$ cat src/rtl/wdog_pkg.sv
package wdog_pkg;
  typedef enum logic {
    WD_RUN   = 1'b0,
    WD_GRACE = 1'b1
  } wd_phase_e;
endpackage

$ cat src/rtl/wdog_divider.sv
// Main interval counter with one terminal-count tap per select code.
module wdog_divider #(
  parameter int SEL_W     = 2,
  parameter int BASE_LOG2 = 12,
  parameter int STEP_LOG2 = 3
) (
  input  logic             clk,
  input  logic             por_n,
  input  logic             clr,
  input  logic             run,
  input  logic [SEL_W-1:0] sel,
  output logic             term
);
  localparam int NSEL = 1 << SEL_W;
  localparam int CW   = BASE_LOG2 + STEP_LOG2 * (NSEL - 1);

  logic [CW-1:0]   cnt_q, cnt_d;
  logic            cnt_en;
  logic [NSEL-1:0] tap;

  // Each tap fires when the low bits for that interval are all ones.
  for (genvar g = 0; g < NSEL; g++) begin : g_tap
    assign tap[g] = &cnt_q[BASE_LOG2 + STEP_LOG2 * g - 1:0];
  end

  assign term   = run && tap[sel];
  assign cnt_en = clr || run;

  always_comb begin
    cnt_d = cnt_q;
    if (clr)      cnt_d = '0;
    else if (run) cnt_d = cnt_q + CW'(1);
  end

  always_ff @(posedge clk or negedge por_n) begin
    if (!por_n)      cnt_q <= '0;
    else if (cnt_en) cnt_q <= cnt_d;
  end
endmodule

$ cat src/rtl/wdog_grace.sv
// Fixed-length grace window counter.
module wdog_grace #(
  parameter int GRACE_CYCLES = 512
) (
  input  logic clk,
  input  logic por_n,
  input  logic clr,
  input  logic run,
  output logic expire
);
  localparam int GW = (GRACE_CYCLES > 1) ? $clog2(GRACE_CYCLES) : 1;
  localparam logic [GW-1:0] LAST = GW'(GRACE_CYCLES - 1);

  logic [GW-1:0] cnt_q, cnt_d;
  logic          cnt_en;

  assign expire = run && (cnt_q == LAST);
  assign cnt_en = clr || run;

  always_comb begin
    cnt_d = cnt_q;
    if (clr)      cnt_d = '0;
    else if (run) cnt_d = cnt_q + GW'(1);
  end

  always_ff @(posedge clk or negedge por_n) begin
    if (!por_n)      cnt_q <= '0;
    else if (cnt_en) cnt_q <= cnt_d;
  end
endmodule

$ cat src/rtl/wdog_rst_pulse.sv
// Stretches a one-cycle fire into a fixed-width reset request.
module wdog_rst_pulse #(
  parameter int PULSE_CYCLES = 4
) (
  input  logic clk,
  input  logic por_n,
  input  logic fire,
  output logic pulse
);
  localparam int PW = $clog2(PULSE_CYCLES + 1);

  logic [PW-1:0] left_q, left_d;
  logic          left_en;

  assign pulse   = (left_q != '0);
  assign left_en = fire || pulse;

  always_comb begin
    left_d = left_q;
    if (fire)       left_d = PW'(PULSE_CYCLES);
    else if (pulse) left_d = left_q - PW'(1);
  end

  always_ff @(posedge clk or negedge por_n) begin
    if (!por_n)       left_q <= '0;
    else if (left_en) left_q <= left_d;
  end
endmodule

$ cat src/rtl/wdog_supervisor.sv
module wdog_supervisor #(
  parameter int SEL_W        = 2,
  parameter int BASE_LOG2    = 12,
  parameter int STEP_LOG2    = 3,
  parameter int GRACE_CYCLES = 512,
  parameter int PULSE_CYCLES = 4
) (
  input  logic             clk,
  input  logic             por_n,
  input  logic             sys_rst_i,
  input  logic             sel_wr_i,
  input  logic [SEL_W-1:0] sel_din_i,
  input  logic             irq_en_i,
  input  logic             rst_en_i,
  input  logic             restart_i,
  input  logic             clr_irq_flag_i,
  input  logic             clr_rst_flag_i,
  output logic             irq_o,
  output logic             rst_req_o,
  output logic             irq_flag_o,
  output logic             rst_flag_o,
  output logic [SEL_W-1:0] sel_o
);
  import wdog_pkg::*;

  wd_phase_e        phase_q, phase_d;
  logic [SEL_W-1:0] sel_q, sel_d;
  logic             irq_flag_q, irq_flag_d;
  logic             rst_flag_q, rst_flag_d;
  logic             div_clr, div_term;
  logic             grace_clr, grace_exp;
  logic             fire;

  wdog_divider #(
    .SEL_W    (SEL_W),
    .BASE_LOG2(BASE_LOG2),
    .STEP_LOG2(STEP_LOG2)
  ) u_div (
    .clk  (clk),
    .por_n(por_n),
    .clr  (div_clr),
    .run  (phase_q == WD_RUN),
    .sel  (sel_q),
    .term (div_term)
  );

  wdog_grace #(
    .GRACE_CYCLES(GRACE_CYCLES)
  ) u_grace (
    .clk   (clk),
    .por_n (por_n),
    .clr   (grace_clr),
    .run   (phase_q == WD_GRACE),
    .expire(grace_exp)
  );

  wdog_rst_pulse #(
    .PULSE_CYCLES(PULSE_CYCLES)
  ) u_pulse (
    .clk  (clk),
    .por_n(por_n),
    .fire (fire),
    .pulse(rst_req_o)
  );

  always_comb begin
    phase_d    = phase_q;
    sel_d      = sel_q;
    irq_flag_d = irq_flag_q;
    rst_flag_d = rst_flag_q;
    div_clr    = 1'b0;
    grace_clr  = 1'b0;
    fire       = 1'b0;

    if (sel_wr_i)       sel_d      = sel_din_i;
    if (clr_irq_flag_i) irq_flag_d = 1'b0;
    if (clr_rst_flag_i) rst_flag_d = 1'b0;

    unique case (phase_q)
      WD_RUN: begin
        if (restart_i) begin
          div_clr = 1'b1;
        end else if (div_term) begin
          irq_flag_d = 1'b1;
          phase_d    = WD_GRACE;
          div_clr    = 1'b1;
          grace_clr  = 1'b1;
        end else if (sel_wr_i) begin
          div_clr = 1'b1;
        end
      end
      WD_GRACE: begin
        if (restart_i) begin
          phase_d   = WD_RUN;
          div_clr   = 1'b1;
          grace_clr = 1'b1;
        end else if (grace_exp) begin
          phase_d   = WD_RUN;
          div_clr   = 1'b1;
          grace_clr = 1'b1;
          if (rst_en_i) begin
            fire       = 1'b1;
            rst_flag_d = 1'b1;
          end
        end
      end
      default: phase_d = WD_RUN;
    endcase

    if (sys_rst_i) begin
      phase_d    = WD_RUN;
      sel_d      = '0;
      irq_flag_d = 1'b0;
      div_clr    = 1'b1;
      grace_clr  = 1'b1;
      fire       = 1'b0;
      rst_flag_d = rst_flag_q & ~clr_rst_flag_i;
    end
  end

  always_ff @(posedge clk or negedge por_n) begin
    if (!por_n) begin
      phase_q    <= WD_RUN;
      sel_q      <= '0;
      irq_flag_q <= 1'b0;
      rst_flag_q <= 1'b0;
    end else begin
      phase_q    <= phase_d;
      sel_q      <= sel_d;
      irq_flag_q <= irq_flag_d;
      rst_flag_q <= rst_flag_d;
    end
  end

  assign irq_flag_o = irq_flag_q;
  assign rst_flag_o = rst_flag_q;
  assign sel_o      = sel_q;
  assign irq_o      = irq_flag_q & irq_en_i;
endmodule

$ cat config.mk
export PLATFORM = sky130hd
export DESIGN_NAME = wdog_supervisor
export DESIGN_NICKNAME = d
export VERILOG_FILES = /design/src/rtl/wdog_pkg.sv /design/src/rtl/wdog_divider.sv /design/src/rtl/wdog_grace.sv /design/src/rtl/wdog_rst_pulse.sv /design/src/rtl/wdog_supervisor.sv
export SDC_FILE = /design/constraint.sdc
export NUM_CORES = 1
export LEC_CHECK = 0
export BUFFER_PORTS_ARGS = -buffer_cell sky130_fd_sc_hd__buf_2
export CORE_MARGIN = 2
export CORE_UTILIZATION = 45
export DETAILED_ROUTE_END_ITERATION = 10
export GPL_ROUTABILITY_DRIVEN = 0
export PLACE_DENSITY = 0.65
export REMOVE_ABC_BUFFERS = 1
export SYNTH_ARGS = -nofsm -noshare
export SYNTH_HDL_FRONTEND = slang
export SYNTH_SLANG_ARGS = --single-unit
$ cat constraint.sdc
create_clock -name clk -period 2.4 [get_ports clk]
set_input_delay 0.24 -clock clk [delete_from_list [all_inputs] [get_ports clk]]
set_output_delay 0.24 -clock clk [all_outputs]
set_load 0.02 [all_outputs]
==> metrics.md <==
| Metric | Value |
|---|---|
| Status | `completed` |
| Complex-gate fraction of the synthesized area | `9.17%` |
| Clock skew | `7.59 ps` |
| Seq cells post-synth | `38` |
| Initial Util | `47.0%` |
| Critical path's most frequent cell | `ha_1` |
| Hold Slack | `48.7 ps` |
| Final #Nets | `254` |
| Worst Setup Start Kind | `flip-flop` |
| Clk slew on worst S/H paths | `70 ps` |
| Multiplexer share of the synthesized area | `1.47%` |
| Vias per std cell | `5.38` |
| CP Capture Type | `flip-flop` |
| Sum Neg Setup Slack | `0 ps` |
| H-tree depth | `2` |
| Seq/Total Area, Yosys | `46.5%` |
| Core area | `0.00435 mm2` |
| CP max-delay cell | `a2111o_1` |
| Max-slew headroom | `44.4%` |
| Reg2reg path depth | `8` |
| Clock Root Buffer | `clkbuf_8` |
| DR WL/cell | `13.6 um` |
| Stages on the worst setup path | `8` |
| Crit path max fanout | `5` |
| Total wire length | `3.94 mm` |
| Max frequency | `453 MHz` |
| Area delta synth->final | `10.2%` |
| Synth Instances | `218` |
| CP endpoint | `u_div.cnt_q[8]$_DFFE_PN0P_` |
| Commonest non-fill, non-tap cell in the layout | `nor2_1` |
| Fillers | `397` |
| Post-CTS setup repair buffer count | `0` |
| I/O pins | `17` |
| Post-synth cell types | `41` |
| N_diodes | `0` |
| I/O Buffers | `16` |
| DP Wirelength | `2.79 mm` |
| Die height | `71.4 um` |
| WS Path Type | `flip-flop to flip-flop` |
| Final ANT Viol Nets | `0` |
| Clock sink total | `38` |
| Largest family of logic cells by synthesized area | `simple AND/OR/NAND/NOR gates` |
| Cell family with most CP delay | `compound AO/OA/AOI/OAI gates` |
| Worst vdd ir | `0.000211 V` |
| RSZ-0062 raised after global routing | `false` |
| Post-Synth Simple-Gate Area | `27.0%` |
| CP peak stage delay | `450 ps` |
| Die footprint | `0.00510 mm2` |
| Rows | `24` |
| PostCTS Resize Cnt | `0` |
| Leak | `0.000946 uW` |
| Actual slew at the worst max-slew pin | `833 ps` |
| Cell Area, Placed | `0.00218 mm2` |
| DRC viols | `0` |
| First-pass GRT wire length | `6.95 mm` |
| DRT Pass-1 Iters | `4` |
| Max_cap viols | `0` |
| Initial antenna violation count | `0` |
| Initial DRC count | `74` |
| Final instance area | `0.00225 mm2` |
| Fin crit period | `2210 ps` |
| Worst r2r dst | `u_div.cnt_q[8]$_DFFE_PN0P_` |
| Via Count | `1561` |
| Synth Area in Adders | `3.06%` |
| Yosys warning total | `0` |
| Die width | `71.4 um` |
| Post-Synth XOR/XNOR Area | `9.85%` |
| Grt ovf | `0` |
| CP startpoint | `u_grace.cnt_q[0]$_DFFE_PN0P_` |
| GRT Util Overall | `17.4%` |
| CTS Hold Bufs | `0` |
| Synth Cell Area | `0.00205 mm2` |
| Reg2reg setup slack | `190 ps` |
| Later-pin clock latency in the skew report | `290 ps` |
| CTS Buffer Depth | `2` |
| Final Hold Viols | `0` |
| Most frequent cells in the layout | `nor2_1, dfrtp_1, nand2_1` |
| Worst Path Required | `2590 ps` |
| Layout cell share with drive strength beyond 1 | `13.0%` |
| Pwr/cell area | `490 mW/mm2` |
| Final worst path period share | `92.0%` |
| Worst path bufs/invs | `0` |
| Syn Area/Cell | `9.38 um2` |
| Slew Viols, Final | `0` |
| TritonCTS clock tree | `built` |
| Worst Hold Class | `input port to asynchronous set/reset pin` |
| Setup violations, final | `0` |
| Worst-path cell chain | `ha_1 > nand3_1 > nor2_1 > ha_1 > a2111o_1 > a21oi_2 > nand2_1 > o31ai_1` |
| Worst EP arrival | `2400 ps` |
| Number of buffers created by CTS | `5` |
| Number of global-route vias before repair | `1486` |
| Reg2reg start | `u_grace.cnt_q[0]$_DFFE_PN0P_` |
| Largest net degree at the start of global routing | `39` |
## power by group
group / leakage (uW) / switching, uW / internal, uW / total [uW]
clock network: 0.0000383 / 210 / 200 / 410
registers: 0.000529 / 4.27 / 643 / 647
logic: 0.000378 / 33.1 / 13.5 / 46.6
## per-stage QoR
step / worst slack, ps / std cells / utilization [%] / total power, uW
final: 193 / 290 / 51.8 / 1100
after global routing: 30.2 / 290 / 51.8 / 1150
after CTS: 187 / 290 / 51.8 / 1120
after detailed placement: 227 / 283 / 50.0 / 708
after global placement: 279 / 283 / 50.0 / 707
after floorplan: 291 / 213 / - / 675
## kinds of logic (layout without fill, tap and decap cells)
kind of cell,count (synthesis),in the layout
adders and majority gates,5,5
xor gates and xnor gates,23,23
muxes,3,3
buffers and inverters,14,34
AOI/OAI and AO/OA,24,24
DFF,38,38
and+or+nand+nor,111,111
## worst reg2reg max path, stage by stage, from the launching register on
cell and delay [ps]:
dfrtp_1 410, ha_1 250, nand3_1 80, nor2_1 50, ha_1 220, a2111o_1 450
a21oi_2 260, nand2_1 170, o31ai_1 230
## per-layer routing
layer	global-route usage (%)	wire [um]	up-vias
met3	4.36	140	7
met1	24.7	1950	747
met5	0	0	-
met2	26.0	1790	23
li1	-	-	784
met4	6.29	60	0
## sequential cells by signal, indices dropped and copies added, names as in the netlist
name and count:
u_div.cnt_q 21, u_grace.cnt_q 9, u_pulse.left_q 3, sel_o 2, irq_flag_o 1, phase_q 1
rst_flag_o 1
## worst min path at each step
stage / slack [ps] / start / cells after the start / end
floorplan: -60 / por_n / 0 / irq_flag_o$_DFF_PN0_
global placement: 390 / por_n / 1 / u_div.cnt_q[16]$_DFFE_PN0P_
detailed placement: 400 / por_n / 1 / u_div.cnt_q[16]$_DFFE_PN0P_
CTS: 90 / por_n / 1 / u_div.cnt_q[19]$_DFFE_PN0P_
global route: 120 / por_n / 1 / u_div.cnt_q[19]$_DFFE_PN0P_
finish: 50 / por_n / 1 / u_div.cnt_q[12]$_DFFE_PN0P_
## synth_stat cells
library cell   n  area [um2]
and4_1         1        8.76
o31ai_1        2        15.0
buf_6          1        11.3
a21oi_4        1        16.3
or3_1          3        18.8
o22ai_1        1        6.26
dfrtp_1       38         951
a211oi_1       2        15.0
mux2i_1        3        30.0
nor3_1         5        25.0
nor4_4         1        21.3
and2_1         1        6.26
o32a_1         1        10.0
a21oi_1        3        15.0
inv_1          9        33.8
clkbuf_2       1        5.00
a21oi_2        1        8.76
xnor2_1       12         105
o31ai_4        1        21.3
xor2_1        11        96.3
nor4_1         1        6.26
nand3_1       14        70.1
nand3_2        1        10.0
o21a_1         2        15.0
nand4_1        8        50.1
ha_1           5        62.6
o21ai_0        6        30.0
clkbuf_1       3        11.3
or3b_2         1        8.76
nor4_2         1        12.5
nor2_1        44         165
nand2b_1       2        12.5
a2111o_1       1        11.3
nor3b_1        2        15.0
nand4_4        1        21.3
and3_1         1        6.26
nand2_1       23        86.3
a32oi_1        1        8.76
or4_1          1        7.51
a31oi_1        1        6.26
a2111oi_0      1        8.76
## area by class of cell
class | count | area [um2] | area share (%)
flip-flops and latches | 38 | 951 | 42.2
clock buffers | 7 | 76.3 | 3.39
inverters | 9 | 33.8 | 1.50
well taps | 52 | 65.1 | 2.89
multi-input cells | 166 | 1030 | 45.8
repair buffers | 18 | 95.1 | 4.22
(Power assumes the default switching activity.)
